`config.mk`:
```
export PLATFORM = sky130hd
export DESIGN_NAME = irq_prio_core
export DESIGN_NICKNAME = d
export VERILOG_FILES = /design/src/rtl/irq_core_pkg.sv /design/src/rtl/irq_sync_edge.sv /design/src/rtl/irq_request_reg.sv /design/src/rtl/irq_resolver.sv /design/src/rtl/irq_service_reg.sv /design/src/rtl/irq_prio_core.sv
export SDC_FILE = /design/constraint.sdc
export NUM_CORES = 1
export LEC_CHECK = 0
export ABC_CLOCK_PERIOD_IN_PS = 2200
export BUFFER_PORTS_ARGS = -buffer_cell sky130_fd_sc_hd__buf_2
export CORE_ASPECT_RATIO = 0.9
export CORE_MARGIN = 2
export CORE_UTILIZATION = 40
export CTS_CLUSTER_SIZE = 28
export DETAILED_ROUTE_END_ITERATION = 8
export PLACE_DENSITY = 0.72
export SLEW_MARGIN = 20
export SYNTH_ARGS = -nofsm -noshare
export SYNTH_HDL_FRONTEND = slang
export SYNTH_SLANG_ARGS = --single-unit
```
`constraint.sdc`:
```
create_clock -name clk -period 2.2 [get_ports clk]
set_input_delay 0.22 -clock clk [delete_from_list [all_inputs] [get_ports clk]]
set_output_delay 0.22 -clock clk [all_outputs]
set_load 0.05 [all_outputs]
```
`src/rtl/irq_core_pkg.sv`:
```
package irq_core_pkg;

    localparam int IRQ_LEVELS = 8;
    localparam int IRQ_IDX_W  = $clog2(IRQ_LEVELS);

    typedef logic [IRQ_LEVELS-1:0] irq_vec_t;
    typedef logic [IRQ_IDX_W-1:0]  irq_idx_t;

    typedef struct packed {
        logic     hit;
        irq_idx_t idx;
    } irq_pick_t;

    typedef enum logic {
        TRIG_EDGE  = 1'b0,
        TRIG_LEVEL = 1'b1
    } trig_mode_e;

    localparam irq_idx_t SPURIOUS_IDX = irq_idx_t'(IRQ_LEVELS - 1);

    // Smallest set index wins (index 0 is the most urgent level).
    function automatic irq_pick_t pick_highest(irq_vec_t v);
        irq_pick_t r;
        r.hit = 1'b0;
        r.idx = '0;
        for (int i = IRQ_LEVELS - 1; i >= 0; i--) begin
            if (v[i]) begin
                r.hit = 1'b1;
                r.idx = irq_idx_t'(i);
            end
        end
        return r;
    endfunction

    // Levels strictly more urgent than the picked one; all levels when none picked.
    function automatic irq_vec_t outrank_mask(irq_pick_t p);
        irq_vec_t m;
        for (int i = 0; i < IRQ_LEVELS; i++) begin
            m[i] = !p.hit || (i < int'(p.idx));
        end
        return m;
    endfunction

    function automatic irq_vec_t one_hot(irq_idx_t idx);
        irq_vec_t m;
        m = '0;
        m[idx] = 1'b1;
        return m;
    endfunction

endpackage

```
`src/rtl/irq_sync_edge.sv`:
```
module irq_sync_edge
    import irq_core_pkg::*;
#(
    parameter int STAGES = 2
) (
    input  logic     clk,
    input  logic     rst,
    input  irq_vec_t raw_in,
    output irq_vec_t lvl_s,
    output irq_vec_t rise_s
);

    localparam int LAST = STAGES - 1;

    irq_vec_t chain [STAGES];
    irq_vec_t prev_q;

    always_ff @(posedge clk) begin
        if (rst) chain[0] <= '0;
        else     chain[0] <= raw_in;
    end

    for (genvar g = 1; g < STAGES; g++) begin : g_stage
        always_ff @(posedge clk) begin
            if (rst) chain[g] <= '0;
            else     chain[g] <= chain[g-1];
        end
    end

    always_ff @(posedge clk) begin
        if (rst) prev_q <= '0;
        else     prev_q <= chain[LAST];
    end

    assign lvl_s  = chain[LAST];
    assign rise_s = chain[LAST] & ~prev_q;

endmodule

```
`src/rtl/irq_request_reg.sv`:
```
module irq_request_reg
    import irq_core_pkg::*;
(
    input  logic       clk,
    input  logic       rst,
    input  trig_mode_e mode,
    input  irq_vec_t   lvl_s,
    input  irq_vec_t   rise_s,
    input  irq_pick_t  ack_clr,
    output irq_vec_t   irr_q
);

    irq_vec_t base_d;
    irq_vec_t irr_d;

    always_comb begin
        unique case (mode)
            TRIG_LEVEL: base_d = lvl_s;
            default:    base_d = (irr_q | rise_s) & lvl_s;
        endcase
        irr_d = base_d;
        if (ack_clr.hit) irr_d = base_d & ~one_hot(ack_clr.idx);
    end

    always_ff @(posedge clk) begin
        if (rst) irr_q <= '0;
        else     irr_q <= irr_d;
    end

endmodule

```
`src/rtl/irq_resolver.sv`:
```
module irq_resolver
    import irq_core_pkg::*;
(
    input  irq_vec_t  irr,
    input  irq_vec_t  imr,
    input  irq_vec_t  isr,
    output irq_pick_t isr_top,
    output irq_pick_t winner
);

    irq_vec_t req_v;
    irq_vec_t elig_v;

    always_comb begin
        req_v   = irr & ~imr;
        isr_top = pick_highest(isr);
        elig_v  = req_v & outrank_mask(isr_top);
        winner  = pick_highest(elig_v);
    end

endmodule

```
`src/rtl/irq_service_reg.sv`:
```
module irq_service_reg
    import irq_core_pkg::*;
(
    input  logic      clk,
    input  logic      rst,
    input  logic      auto_eoi,
    input  logic      ack_set,
    input  logic      ack_end,
    input  logic      eoi_ns,
    input  logic      eoi_sp,
    input  irq_idx_t  eoi_lvl,
    input  irq_pick_t winner,
    input  irq_pick_t isr_top,
    output irq_vec_t  isr_q,
    output irq_idx_t  lvl_q,
    output logic      spur_q
);

    irq_vec_t set_v;
    irq_vec_t clr_v;
    irq_vec_t isr_d;

    always_comb begin
        set_v = '0;
        if (ack_set && winner.hit) set_v = one_hot(winner.idx);

        clr_v = '0;
        if (eoi_ns && isr_top.hit)            clr_v = clr_v | one_hot(isr_top.idx);
        if (eoi_sp)                           clr_v = clr_v | one_hot(eoi_lvl);
        if (ack_end && auto_eoi && !spur_q)   clr_v = clr_v | one_hot(lvl_q);

        isr_d = (isr_q & ~clr_v) | set_v;
    end

    always_ff @(posedge clk) begin
        if (rst) begin
            isr_q  <= '0;
            lvl_q  <= SPURIOUS_IDX;
            spur_q <= 1'b0;
        end else begin
            isr_q <= isr_d;
            if (ack_set) begin
                lvl_q  <= winner.hit ? winner.idx : SPURIOUS_IDX;
                spur_q <= !winner.hit;
            end
        end
    end

endmodule

```
`src/rtl/irq_prio_core.sv`:
```
module irq_prio_core
    import irq_core_pkg::*;
#(
    parameter int SYNC_STAGES = 2
) (
    input  logic                  clk,
    input  logic                  rst,
    input  logic [IRQ_LEVELS-1:0] irq_in,
    input  logic                  cfg_level,
    input  logic                  cfg_auto_eoi,
    input  logic                  mask_we,
    input  logic [IRQ_LEVELS-1:0] mask_din,
    input  logic                  ack_set,
    input  logic                  ack_end,
    input  logic                  eoi_ns,
    input  logic                  eoi_sp,
    input  logic [IRQ_IDX_W-1:0]  eoi_lvl,
    output logic                  int_out,
    output logic [IRQ_IDX_W-1:0]  ack_level,
    output logic                  ack_spurious,
    output logic [IRQ_LEVELS-1:0] irr_o,
    output logic [IRQ_LEVELS-1:0] isr_o,
    output logic [IRQ_LEVELS-1:0] imr_o
);

    irq_vec_t   lvl_s;
    irq_vec_t   rise_s;
    irq_vec_t   irr_q;
    irq_vec_t   isr_q;
    irq_vec_t   imr_q;
    irq_pick_t  isr_top;
    irq_pick_t  winner;
    irq_pick_t  ack_clr;
    irq_idx_t   lvl_q;
    logic       spur_q;
    trig_mode_e mode;

    assign mode = trig_mode_e'(cfg_level);

    irq_sync_edge #(.STAGES(SYNC_STAGES)) u_sync (
        .clk    (clk),
        .rst    (rst),
        .raw_in (irq_in),
        .lvl_s  (lvl_s),
        .rise_s (rise_s)
    );

    always_comb begin
        ack_clr.hit = ack_set && winner.hit;
        ack_clr.idx = winner.idx;
    end

    irq_request_reg u_req (
        .clk     (clk),
        .rst     (rst),
        .mode    (mode),
        .lvl_s   (lvl_s),
        .rise_s  (rise_s),
        .ack_clr (ack_clr),
        .irr_q   (irr_q)
    );

    always_ff @(posedge clk) begin
        if (rst)          imr_q <= '0;
        else if (mask_we) imr_q <= mask_din;
    end

    irq_resolver u_res (
        .irr     (irr_q),
        .imr     (imr_q),
        .isr     (isr_q),
        .isr_top (isr_top),
        .winner  (winner)
    );

    irq_service_reg u_svc (
        .clk      (clk),
        .rst      (rst),
        .auto_eoi (cfg_auto_eoi),
        .ack_set  (ack_set),
        .ack_end  (ack_end),
        .eoi_ns   (eoi_ns),
        .eoi_sp   (eoi_sp),
        .eoi_lvl  (eoi_lvl),
        .winner   (winner),
        .isr_top  (isr_top),
        .isr_q    (isr_q),
        .lvl_q    (lvl_q),
        .spur_q   (spur_q)
    );

    assign int_out      = winner.hit;
    assign ack_level    = lvl_q;
    assign ack_spurious = spur_q;
    assign irr_o        = irr_q;
    assign isr_o        = isr_q;
    assign imr_o        = imr_q;

endmodule

```
# Word level (Yosys, flattened, before mapping)
# Memories as Yosys holds them, arrays and structs flattened.
# Index checks and enable logic that the tools add are counted.
[word_totals]
memories = 1
output_inout_bits = 29
ramBits = 16
reg_bits = 36
input_bits = 28
[memory_table]
columns = ["name", "depth", "width", "read_ports", "rd_ports_with_merged_regs", "write_ports", "line_no", "source"]
rows = [
  ["u_sync.chain", 2, 8, 2, 0, 2, "irq_sync_edge.sv:15", "irq_vec_t chain [STAGES];"],
]
[op_classes]
n_mux = 36
n_reduce_logical = 18
bitwise = 16
n_lt_le_gt_ge = 15
[op_table]
columns = ["op", "count"]
rows = [
  ["2-to-1 mux 4 bit", 16],
  ["2-to-1 mux 8 bit", 8],
  ["bitwise AND 8 bit", 6],
  ["NOT 8 bit", 4],
  ["OR 8 bit", 4],
  ["< comparator 3 x 4 -> 1 bit (second input constant)", 4],
  ["demux 1 bit (select 3 bit)", 4],
  ["greater-or-equal comparator 3 x 1 -> 1 bit (second input constant)", 4],
  ["< comparator 3 bit (first input constant)", 3],
  ["logical AND 1 bit", 8],
  ["logical OR 1 bit", 7],
  ["2-to-1 mux 1 bit", 7],
  ["< comparator 1 x 3 -> 1 bit (first input constant)", 2],
  ["< comparator 2 x 3 -> 1 bit (first input constant)", 2],
  ["logical NOT 1 bit", 3],
  ["2-to-1 mux 3 bit", 1],
  ["OR 1 bit", 2],
]

# Logic depth before layout (Yosys ltp)
# Gate-level depths: netlist (run 1).
[depth]
ltp_word = 26
mapped_depth = 6
ltp_nobuf = 5

# By module
# Synthesis (run 1) repeated with hierarchy kept, for this count alone.
[unflattened]
hier_cells = 242
area_unflattened_um2 = 2376.0
[by_module_without_submodules]
columns = ["module", "seq_area_each_um2", "cells_each", "area_per_inst_um2", "instances"]
rows = [
  ["irq_sync_edge", 480.5, 58, 743.2, 1],
  ["irq_service_reg", 240.2, 77, 659.4, 1],
  ["irq_request_reg", 160.2, 34, 401.6, 1],
  ["irq_prio_core", 160.2, 27, 291.5, 1],
  ["irq_resolver", 0.0, 46, 280.3, 1],
]

# Least setup slack after synthesis (run 1)
# Ideal clock, no wire load.
[synth_timing]
kind = "register to register"
start = "reg u_svc.isr_q[0]"
end = "reg u_svc.lvl_q[0]"
required_ps = 2022
stages_incl_launch_ff = 7
setup_slack_ps = -439
arrival_time_ps = 2462
n_path_buf = 1
path_cell_list = "dfxtp_1 -> buf_6 -> or4_4 -> a21oi_1 -> nand2_1 -> o211ai_1 -> a41oi_1"
[synth_between]
elab_chain_cells = 12
word_cells_on_any_way = 26
cone_classes = "order compare (7); mux (10); bitwise (1); reduce/logical (8)"
[synth_lines]
columns = ["item", "line_no", "source"]
rows = [
  ["from (decl)", "irq_service_reg.sv:14", "output irq_vec_t isr_q,"],
  ["from (signal assigned)", "irq_service_reg.sv:41", "isr_q <= isr_d;"],
  ["2-to-1 mux 4 bit (*)", "irq_core_pkg.sv:27", "if (v[i]) begin"],
  ["< comparator 3 bit or logical NOT 1 bit (tied branches)", "irq_core_pkg.sv:39", "m[i] = !p.hit || (i < int'(p.idx));"],
  ["logical OR 1 bit or bitwise AND 8 bit (tied branches)", "irq_core_pkg.sv:39, irq_resolver.sv:17", ""],
  ["bitwise AND 8 bit (*)", "irq_resolver.sv:17", "elig_v = req_v & outrank_mask(isr_top);"],
  ["2-to-1 mux 4 bit (6 in a row)", "irq_core_pkg.sv:27", ""],
  ["2-to-1 mux 4 bit (*)", "irq_core_pkg.sv:27", ""],
  ["net int_out", "irq_prio_core.sv:18", "output logic int_out,"],
  ["2-to-1 mux 3 bit (*)", "irq_service_reg.sv:43", "lvl_q <= winner.hit ? winner.idx : SPURIOUS_IDX;"],
  ["to (signal assigned)", "irq_service_reg.sv:43", ""],
  ["to (decl)", "irq_service_reg.sv:15", "output irq_idx_t lvl_q,"],
]
# Mark *: on every way through the listed nets, which the timed path passes. The rest lies on a longest branch.
# A chain may end at the register's enable or synchronous reset.

# Final worst setup path (run 1)
[layout_timing]
start = "reg u_svc.isr_q[0]"
end = "out int_out"
[layout_between]
elab_chain_cells = 11
word_cells_on_any_way = 25
cone_classes = "order compare (7); mux (9); bitwise (1); reduce/logical (8)"
[layout_lines]
columns = ["item", "line_no"]
rows = [
  ["2-to-1 mux 4 bit (*)", "irq_core_pkg.sv:27"],
  ["< comparator 3 bit or logical NOT 1 bit (tied branches)", "irq_core_pkg.sv:39"],
  ["logical OR 1 bit or bitwise AND 8 bit (tied branches)", "irq_core_pkg.sv:39, irq_resolver.sv:17"],
  ["bitwise AND 8 bit (*)", "irq_resolver.sv:17"],
  ["2-to-1 mux 4 bit (6 in a row)", "irq_core_pkg.sv:27"],
  ["2-to-1 mux 4 bit (*)", "irq_core_pkg.sv:27"],
  ["to (decl)", "irq_prio_core.sv:18"],
]
# Mark *: on every way between the ends. The rest lies on a longest branch, timed or not.

==> implementation parameters, run 1 <==
Parameter                              Value

Worst setup path
  Nature of the critical path startpoint ... flop
  Required time at the worst-slack endpoint ... 1980 ps
  Critical path class ... reg2out
  Largest fanout on the critical path ... 8
  Sort of element at the end of the critical path ... primary output
  Arrival time at the worst endpoint ... 1990 ps

Min path
  Path type of the worst min-delay path ... in2reg

Logic synthesis
  Most frequent cell after synthesis ... sky130_fd_sc_hd__dfxtp_1
  Area share of the largest cell type after synthesis ... 48.8%
  Area contributors post-synth ... sky130_fd_sc_hd__dfxtp_1, sky130_fd_sc_hd__nor2b_1, sky130_fd_sc_hd__nor2_1
  Async set-or-reset flop fraction in the synthesized netlist ... 0%
  Count of unique library cells instantiated by Yosys ... 41
  Number of enable-type register cells in the synthesized netlist ... 0
  Count of synthesis-stage warnings from yosys ... 0
  Net count after synthesis ... 260
  Mapped Area ... 2130 µm²
  Post-synthesis instance total ... 232
  Number of flip-flops and latches in the synthesized netlist ... 52
  Predominant post-synthesis flop cell ... sky130_fd_sc_hd__dfxtp_1
  Post-Syn Area per Cell ... 9.20 µm²
  Part of the Yosys area used for sequential elements ... 48.8%
  Most numerous cell types in the synthesized netlist ... sky130_fd_sc_hd__dfxtp_1, sky130_fd_sc_hd__nor2b_1, sky130_fd_sc_hd__nor2_1
  Cell accounting for the most synthesized area ... sky130_fd_sc_hd__dfxtp_1

Die
  Height of the die ... 73.3 µm
  Width of the chip ... 81.0 µm
  Number of standard-cell rows in the floorplan ... 25
  Starting density of the core ... 41.1%
  Area of the placeable core ... 5190 µm²
  Area of the die ... 5930 µm²
  Number of ports placed on the die boundary ... 57

Job
  # Max-Cap Violations ... 0

Routing
  Via count ... 1899
  Drt wl/cell ... 14.5 µm
  Number of DRC violations after detailed routing ... 0
  Routed Antenna Nets ... 0
  Starting DRC count in detailed routing ... 189
  Vias/cell ... 5.25
  1st-pass router iterations ... 4
  Routed WL ... 5240 µm

Timing
  Maximum clock frequency ... 453 MHz
  Fin crit period ... 2210 ps
  Final Max Slew Viols ... 0
  Post-Route Hold Slack ... 121 ps
  Final Worst Setup Slack ... -8.97 ps
  Setup Skew ... 4.48 ps
  RSZ-0062 raised after global routing ... true
  Relative slew slack ... 66.5%
  Fraction of the cycle the final worst path needs ... 100%
  Slew @ Worst Pin ... 500 ps
  Hold Violations, Final ... 0
  Endpoints failing setup ... 1

CTS
  Clock transition at the register clock pins on the worst setup and hold paths after CTS ... 90 ps
  Clock tree from TritonCTS ... yes
  Number of H-tree branching levels ... 2
  Number of buffers inserted during clock tree synthesis ... 5
  Clock root buffer master ... sky130_fd_sc_hd__clkbuf_8
  Clock Latency Late Sink ... 300 ps
  Number of hold buffers added after cts ... 0
  Clock Sink Count ... 52
  Maximum buffer depth of the clock tree ... 2

Power
  Pleak ... 1.16 nW
  Net switching power of the design ... 0.507 mW
  Sequential share of power ... 54.7%
  Share of total power in combinational logic ... 15.2%
  Switch share ... 27.6%
  Clock share of power ... 30.1%
  Power Density ... 699 nW/µm²
  Max IR drop VDD ... 0.492 mV
  Cell internal power dissipation ... 1.33 mW

Global route
  Final global-route overflow total ... 0
  Total Routing Usage GR ... 18.5%
  Via count of the first global-routing pass ... 1706
  Antenna violations before repair ... 0
  Wire length of the first global-routing pass ... 8200 µm
  Pin count of the biggest net entering global routing ... 44

Layout
  Share of layout cells above drive strength 1 ... 29.8%
  Post-route cell area ... 2630 µm²
  Number of antenna repair diodes ... 0
  Area added between synthesis and finish ... 23.3%
  Final Net Count ... 322

Place
  Number of I/O port buffers ... 56
  Final weighted congestion of routability-driven global placement ... 1.02
  Place WS ... 187 ps
  HPWL reported at the end of detailed placement ... 4010 µm
  Area after detailed placement ... 2500 µm²

Outcome
  Run status ... finished with violations
  Failing checks ... setup timing
cells in the final DEF, fill, tap and decap left out, types with 3 or more instances in the layout:
cell	n
sky130_fd_sc_hd__nor2_1	22
sky130_fd_sc_hd__dfxtp_1	45
sky130_fd_sc_hd__mux2i_1	8
sky130_fd_sc_hd__o2111ai_1	3
sky130_fd_sc_hd__o211a_1	3
sky130_fd_sc_hd__buf_2	55
sky130_fd_sc_hd__and3_1	5
sky130_fd_sc_hd__o21ai_0	6
sky130_fd_sc_hd__nand3_1	9
sky130_fd_sc_hd__dfxtp_2	6
sky130_fd_sc_hd__nand3b_1	3
sky130_fd_sc_hd__or3_1	3
sky130_fd_sc_hd__inv_1	4
sky130_fd_sc_hd__buf_4	7
sky130_fd_sc_hd__nand2_1	19
sky130_fd_sc_hd__nor3b_1	3
sky130_fd_sc_hd__nor2b_1	32
sky130_fd_sc_hd__nand2b_1	5
sky130_fd_sc_hd__clkbuf_8	6
sky130_fd_sc_hd__nor3_1	5
sky130_fd_sc_hd__nand4_1	3
sky130_fd_sc_hd__a21oi_1	9
worst max-delay path, stage by stage, from the launching register on:
cell                       delay [ps]
sky130_fd_sc_hd__dfxtp_4          380
sky130_fd_sc_hd__or4_4            580
sky130_fd_sc_hd__a21oi_2          120
sky130_fd_sc_hd__nand2_1           80
sky130_fd_sc_hd__o211ai_1         280
sky130_fd_sc_hd__buf_4            250
path summary, 6_finish.rpt:
check / start / to / slack (ps) / depth (start not counted)
setup / recovery: u_svc.isr_q[0]$_SDFF_PP0_ / int_out / -9 / 5
hold reg to reg: u_sync.chain[0][0]$_SDFF_PP0_ / u_sync.chain[1][0]$_SDFF_PP0_ / 440 / 1
setup reg to reg: u_svc.isr_q[0]$_SDFF_PP0_ / u_req.irr_q[7]$_SDFF_PP0_ / 20 / 6
hold / removal: irq_in[1] / u_sync.chain[0][1]$_SDFF_PP0_ / 120 / 2
power by group through the flow:
stage | combinational, mW | clock, mW | sequential (mW)
after detailed placement | 0.271 | 0 | 1.03
final | 0.280 | 0.552 | 1.01
after global placement | 0.270 | 0 | 1.03
after global routing | 0.303 | 0.611 | 1.01
after CTS | 0.278 | 0.570 | 1.01
after floorplan | 0.120 | 0 | 1.09
registers in the layout, summed over array words and instances, names as in the netlist:
register	cells
u_svc.isr_q	8
u_sync.chain	16
u_svc.lvl_q	3
u_svc.spur_q	1
u_sync.prev_q	8
u_req.irr_q	8
imr_o	8
per-stage QoR:
stage	util, %	TNS (ps)	total power [mW]	instances
final	50.7	-8.97	1.84	362
after global routing	50.7	-113	1.92	362
after CTS	50.2	0	1.85	360
after detailed placement	48.2	0	1.30	351
after global placement	48.2	0	1.30	351
after floorplan	-	-639	1.21	232
logic make-up after synthesis:
family                 after synthesis  synth area share [%]
AO/OA/AOI/OAI                       42                  14.5
buffers and inverters               11                  2.29
multiplexers                         8                  3.75
flip-flops                          52                  48.8
AND/OR/NAND/NOR                    119                  30.6
area by class of cell:
class                   count  area, µm²
clock buffers               7       86.3
clock inverters             1       7.51
fillers                   529       2560
inverters                   4       15.0
multi-input cells         169       1060
flip-flops and latches     52       1050
well taps                  67       83.8
repair buffers             62        328
metal layers:
layer | GRT usage, % | wire length [µm]
met1 | 24.9 | 2410
met2 | 27.3 | 2370
met3 | 4.55 | 278
met4 | 9.79 | 174
met5 | 0 | 0
repair_timing:
| action | CTS | global route |
|---|---|---|
| buffers inserted | 1 | 2 |
| setup endpoints to repair | 1 | 1 |
| pin swaps | 1 | 2 |
| gates resized for setup | 1 | 2 |
(Power assumes the default switching activity.)
==> run 2, diff against run 1 <==
CORE_UTILIZATION = 51   (was 40)
CTS_CLUSTER_DIAMETER = 120   (was unset)
PLACE_DENSITY = 0.87   (was 0.72)
==> implementation parameters, run 2 (synthesis gave the netlist of run 1 again) <==
Parameter                              Value

Outcome
  Run status ... finished clean

Routing
  Number of DRC violations after detailed routing ... 0
  Via count ... 1994
  Routed Antenna Nets ... 0
  Routed WL ... 5290 µm
  Vias/cell ... 5.75
  Starting DRC count in detailed routing ... 225
  1st-pass router iterations ... 5
  Drt wl/cell ... 15.2 µm

Worst setup path
  Largest fanout on the critical path ... 8
  Critical path class ... reg2out
  Sort of element at the end of the critical path ... primary output
  Required time at the worst-slack endpoint ... 1980 ps
  Nature of the critical path startpoint ... flop
  Arrival time at the worst endpoint ... 1960 ps

Layout
  Highest-count cells in the layout ignoring fill and taps ... sky130_fd_sc_hd__buf_2, sky130_fd_sc_hd__dfxtp_1, sky130_fd_sc_hd__nor2b_1, sky130_fd_sc_hd__nor2_1, sky130_fd_sc_hd__nand2_1
  Share of layout cells above drive strength 1 ... 31.1%
  Number of flip-flops in the largest register ... 16
  Final Net Count ... 326
  Number of antenna repair diodes ... 0
  Final core utilization ... 65.6%
  Biggest register ... u_sync.chain
  Commonest non-fill, non-tap cell in the layout ... sky130_fd_sc_hd__buf_2
  Final standard cell count with taps included and fillers excluded ... 347
  Area added between synthesis and finish ... 24.5%

Global route
  Final global-route overflow total ... 0
  Antenna violations before repair ... 0
  Via count of the first global-routing pass ... 1779
  Total Routing Usage GR ... 22.3%
  Wire length of the first global-routing pass ... 8100 µm
  Pin count of the biggest net entering global routing ... 44

Die
  Width of the chip ... 72.2 µm
  Area of the die ... 4720 µm²
  Number of ports placed on the die boundary ... 57
  Number of standard-cell rows in the floorplan ... 22
  Area of the placeable core ... 4050 µm²
  Height of the die ... 65.4 µm
  Starting density of the core ... 52.7%

CTS
  Maximum buffer depth of the clock tree ... 2
  Clock Latency Late Sink ... 310 ps
  Clock transition at the register clock pins on the worst setup and hold paths after CTS ... 90 ps
  Clock Sink Count ... 52
  Number of buffers inserted during clock tree synthesis ... 5
  Number of hold buffers added after cts ... 0
  Clock root buffer master ... sky130_fd_sc_hd__clkbuf_8
  Clock tree from TritonCTS ... yes
  Number of H-tree branching levels ... 2

Timing
  Endpoints failing setup ... 0
  Fin crit period ... 2180 ps
  RSZ-0062 raised after global routing ... true
  Setup_tns ... 0 ps
  Setup Skew ... 5.54 ps
  Final Max Slew Viols ... 0
  Post-Route Hold Slack ... 111 ps
  Fraction of the cycle the final worst path needs ... 98.9%
  Slew @ Worst Pin ... 523 ps
  Relative slew slack ... 64.8%
  Hold Violations, Final ... 0
  Maximum clock frequency ... 460 MHz

Power
  Power Density ... 718 nW/µm²
  Pleak ... 1.20 nW
  Max IR drop VDD ... 0.574 mV

Place
  Number of I/O port buffers ... 56
  Cell count after placement ... 333
  HPWL reported at the end of detailed placement ... 3860 µm
  Final weighted congestion of routability-driven global placement ... 0.929

Job
  # Max-Cap Violations ... 0

Min path
  Path type of the worst min-delay path ... in2reg
## run 2: per-layer routing
layer | track usage [%] | wire [µm] | vias up
li1 | - | - | 953
met1 | 27.2 | 2140 | 913
met2 | 36.0 | 2430 | 100
met3 | 5.52 | 457 | 28
met4 | 12.3 | 261 | 0
met5 | 0 | 0 | -
## run 2: worst paths after layout
path / start / endpoint / slack (ps) / cells after the start
worst max-delay path: u_svc.isr_q[0]$_SDFF_PP0_ / int_out / 20 / 5
worst min-delay path: irq_in[2] / u_sync.chain[0][2]$_SDFF_PP0_ / 110 / 2
worst max register to register: u_svc.isr_q[0]$_SDFF_PP0_ / u_req.irr_q[5]$_SDFF_PP0_ / 140 / 7
worst min register to register: u_sync.chain[0][0]$_SDFF_PP0_ / u_sync.chain[1][0]$_SDFF_PP0_ / 450 / 1
## run 2: critical path, cell delays in order (launching register included)
cell and delay, ps:
sky130_fd_sc_hd__dfxtp_4 380, sky130_fd_sc_hd__or4_4 560, sky130_fd_sc_hd__buf_4 160, sky130_fd_sc_hd__a21o_1 160, sky130_fd_sc_hd__o211ai_1 130, sky130_fd_sc_hd__buf_4 250
## run 2: final cells by class
class / count / area, µm²
clock inverters: 2 / 16.3
multi-input cells: 169 / 1060
inverters: 4 / 15.0
well taps: 48 / 60.1
flip-flops and latches: 52 / 1050
fillers: 332 / 1390
clock buffers: 6 / 93.8
repair buffers: 66 / 358
## run 2: timing repair
action / CTS / global route
setup endpoints to repair: 1 / 1
resized for setup: 2 / 2
setup buffers: 1 / 5
pin swaps: 1 / 2
## run 2: through the flow
stage / setup WS (ps) / area (µm²) / power [mW]
floorplan: -286 / 2150 / 1.21
global placement: 205 / 2480 / 1.29
detailed placement: 187 / 2480 / 1.30
CTS: 49.8 / 2610 / 1.91
global route: -68.7 / 2660 / 1.98
finish: 24.1 / 2660 / 1.91
## run 2: power by group
group          switching (mW)  internal (mW)  total (mW)
logic                   0.185         0.0994       0.284
registers              0.0281          0.978        1.01
clock network           0.318          0.299       0.617
==> run 3, diff against run 2 <==
ABC_AREA = 1   (was unset)
CORE_UTILIZATION = 52   (was 51)
==> implementation parameters, run 3 <==
Parameter                              Value

Timing
  Hold Violations, Final ... 0
  Setup_tns ... 0 ps
  Final Max Slew Viols ... 0
  Relative slew slack ... 74.2%
  Endpoints failing setup ... 0
  Maximum clock frequency ... 466 MHz
  Slew @ Worst Pin ... 385 ps
  Post-Route Hold Slack ... 107 ps
  Fin crit period ... 2140 ps
  Fraction of the cycle the final worst path needs ... 97.5%
  Final Worst Setup Slack ... 55.7 ps
  Setup Skew ... 10.8 ps

Outcome
  Run status ... finished clean

Layout
  Final Net Count ... 397
  Highest-count cells in the layout ignoring fill and taps ... sky130_fd_sc_hd__inv_1, sky130_fd_sc_hd__buf_2, sky130_fd_sc_hd__nor2_1, sky130_fd_sc_hd__dfxtp_1, sky130_fd_sc_hd__nand2_1
  Final core utilization ... 65.7%
  Biggest register ... u_sync.chain
  Commonest non-fill, non-tap cell in the layout ... sky130_fd_sc_hd__inv_1
  Share of layout cells above drive strength 1 ... 25.4%
  Number of flip-flops in the largest register ... 16
  Area added between synthesis and finish ... 20.1%
  Post-route cell area ... 2710 µm²
  Fill count ... 371
  Final standard cell count with taps included and fillers excluded ... 418
  Number of antenna repair diodes ... 0

Global route
  Wire length of the first global-routing pass ... 8820 µm
  Pin count of the biggest net entering global routing ... 19
  Final global-route overflow total ... 0
  Total Routing Usage GR ... 23.5%
  Antenna violations before repair ... 0
  Via count of the first global-routing pass ... 1996

Worst setup path
  Depth of the critical timing path with buffers and inverters included ... 12
  Slowest cell on crit path ... sky130_fd_sc_hd__dfxtp_1
  Critical path buffers and inverters ... 3
  Sort of element at the end of the critical path ... primary output
  Largest fanout on the critical path ... 4
  Chain of cells forming the critical path ... nor2_2, inv_1, nor2_4, inv_4, nor2_4, nand3_2, nand2_1, nand2_1, nand2_1, nor2_4, nand2_1, buf_6
  Critical Path Most Common Cell ... sky130_fd_sc_hd__nand2_1
  Nature of the critical path startpoint ... flop
  Arrival time at the worst endpoint ... 1920 ps
  Reg2reg path depth ... 12
  Crit-path leading delay family ... simple AND/OR/NAND/NOR gates
  Largest incremental delay on the critical path ... 350 ps
  Required time at the worst-slack endpoint ... 1980 ps
  Critical path class ... reg2out

Die
  Number of standard-cell rows in the floorplan ... 22
  Starting density of the core ... 54.7%
  Area of the die ... 4880 µm²
  Number of ports placed on the die boundary ... 57
  Height of the die ... 66.5 µm
  Area of the placeable core ... 4130 µm²
  Width of the chip ... 73.4 µm

Logic synthesis
  Most frequent cell after synthesis ... sky130_fd_sc_hd__inv_1
  Cell accounting for the most synthesized area ... sky130_fd_sc_hd__dfxtp_1
  Async set-or-reset flop fraction in the synthesized netlist ... 0%
  Post-Syn Area per Cell ... 7.30 µm²
  Post-synthesis instance total ... 309
  Number of enable-type register cells in the synthesized netlist ... 0
  Mapped Area ... 2260 µm²
  Net count after synthesis ... 337
  Part of the Yosys area used for sequential elements ... 46.1%
  Area share of the largest cell type after synthesis ... 46.1%
  Most numerous cell types in the synthesized netlist ... sky130_fd_sc_hd__inv_1, sky130_fd_sc_hd__dfxtp_1, sky130_fd_sc_hd__nor2_1
  Area contributors post-synth ... sky130_fd_sc_hd__dfxtp_1, sky130_fd_sc_hd__inv_1, sky130_fd_sc_hd__nor2_1
  Number of flip-flops and latches in the synthesized netlist ... 52
  Predominant post-synthesis flop cell ... sky130_fd_sc_hd__dfxtp_1
  Count of synthesis-stage warnings from yosys ... 0
  Count of unique library cells instantiated by Yosys ... 27

Place
  Place WS ... 353 ps
  HPWL reported at the end of detailed placement ... 4030 µm
  Final weighted congestion of routability-driven global placement ... 0.951
  Number of I/O port buffers ... 56
  Cell count after placement ... 409
  Area after detailed placement ... 2590 µm²

Job
  # Max-Cap Violations ... 0

Min path
  Hold Path Depth ... 3
  Path type of the worst min-delay path ... in2reg

CTS
  Clock transition at the register clock pins on the worst setup and hold paths after CTS ... 100 ps
  Number of H-tree branching levels ... 2
  Number of buffers inserted during clock tree synthesis ... 5
  Clock tree from TritonCTS ... yes
  Clock root buffer master ... sky130_fd_sc_hd__clkbuf_8
  Clock Sink Count ... 52
  Clock Latency Late Sink ... 310 ps
  Maximum buffer depth of the clock tree ... 2

Routing
  1st-pass router iterations ... 6
  Routed WL ... 5410 µm
  Via count ... 2217
  Number of DRC violations after detailed routing ... 0
  Starting DRC count in detailed routing ... 318
  Drt wl/cell ... 12.9 µm
  Routed Antenna Nets ... 0
  Vias/cell ... 5.30

Power
  Final total power ... 1.92 mW
  Max IR drop VDD ... 0.468 mV
  Pleak ... 1.35 nW
  Power Density ... 707 nW/µm²
## run 3: cell types whose count changed in the layout (fill, tap and decap cells not counted), moves of 7 or more
cell / change
sky130_fd_sc_hd__mux2i_1: -8
sky130_fd_sc_hd__nand4_1: +19
sky130_fd_sc_hd__nor2_1: +29
sky130_fd_sc_hd__o21ai_0: +7
sky130_fd_sc_hd__nand2_1: +18
sky130_fd_sc_hd__buf_4: -9
sky130_fd_sc_hd__nor2b_1: -32
sky130_fd_sc_hd__inv_1: +59
## run 3: final timing paths
path                                     from                             to  slack (ps)
setup / recovery    u_svc.isr_q[2]$_SDFF_PP0_                        int_out          60
hold / removal                      irq_in[1]  u_sync.chain[0][1]$_SDFF_PP0_         110
setup reg to reg    u_svc.isr_q[2]$_SDFF_PP0_      u_req.irr_q[7]$_SDFF_PP0_         260
hold reg to reg   u_sync.prev_q[2]$_SDFF_PP0_      u_req.irr_q[2]$_SDFF_PP0_         390
## run 3: where the power goes
part	switching [mW]	internal [mW]
logic	0.230	0.0923
clock network	0.326	0.258
registers	0.0284	0.981
## run 3: repair_timing
action,in CTS,in global routing
setup endpoints to repair,1,1
pin swaps,0,2
hold buffers,0,0
gates resized for setup,1,6
setup buffers,0,1
## run 3: layout make-up
type                            count  area (µm²)  area share (%)
Tap cell                           48        60.1            2.22
Timing Repair Buffer               58         302            11.1
Clock buffer                        6        82.6            3.05
Sequential cell                    52        1040            38.5
Multi-Input combinational cell    183         948            35.0
Clock inverter                      2        13.8           0.508
Inverter                           69         262            9.64
## run 3: cell families (layout without fill, tap and decap cells)
kind of cell           after synthesis  count (layout)  share of synthesized area, %
buffers and inverters               74             135                          12.4
and+or+nand+nor                    150             150                          32.5
DFF                                 52              52                          46.1
AOI/OAI and AO/OA                   33              33                          8.98
## run 3: metal layers
metal / vias up / part of all wire [%] / GRT usage (%)
li1: 1098 / - / -
met1: 977 / 39 / 27.8
met2: 120 / 49 / 41.6
met3: 22 / 9.1 / 4.39
met4: 0 / 2.7 / 8.86
met5: - / 0 / 0
## run 3: worst reg2reg max path: cells and delay by family, from the launching register on
| family | cells | cell delay (ps) |
|---|---|---|
| AO/OA/AOI/OAI | 1 | 260 |
| buffers and inverters | 3 | 220 |
| flip-flops | 1 | 350 |
| AND/OR/NAND/NOR | 8 | 1010 |
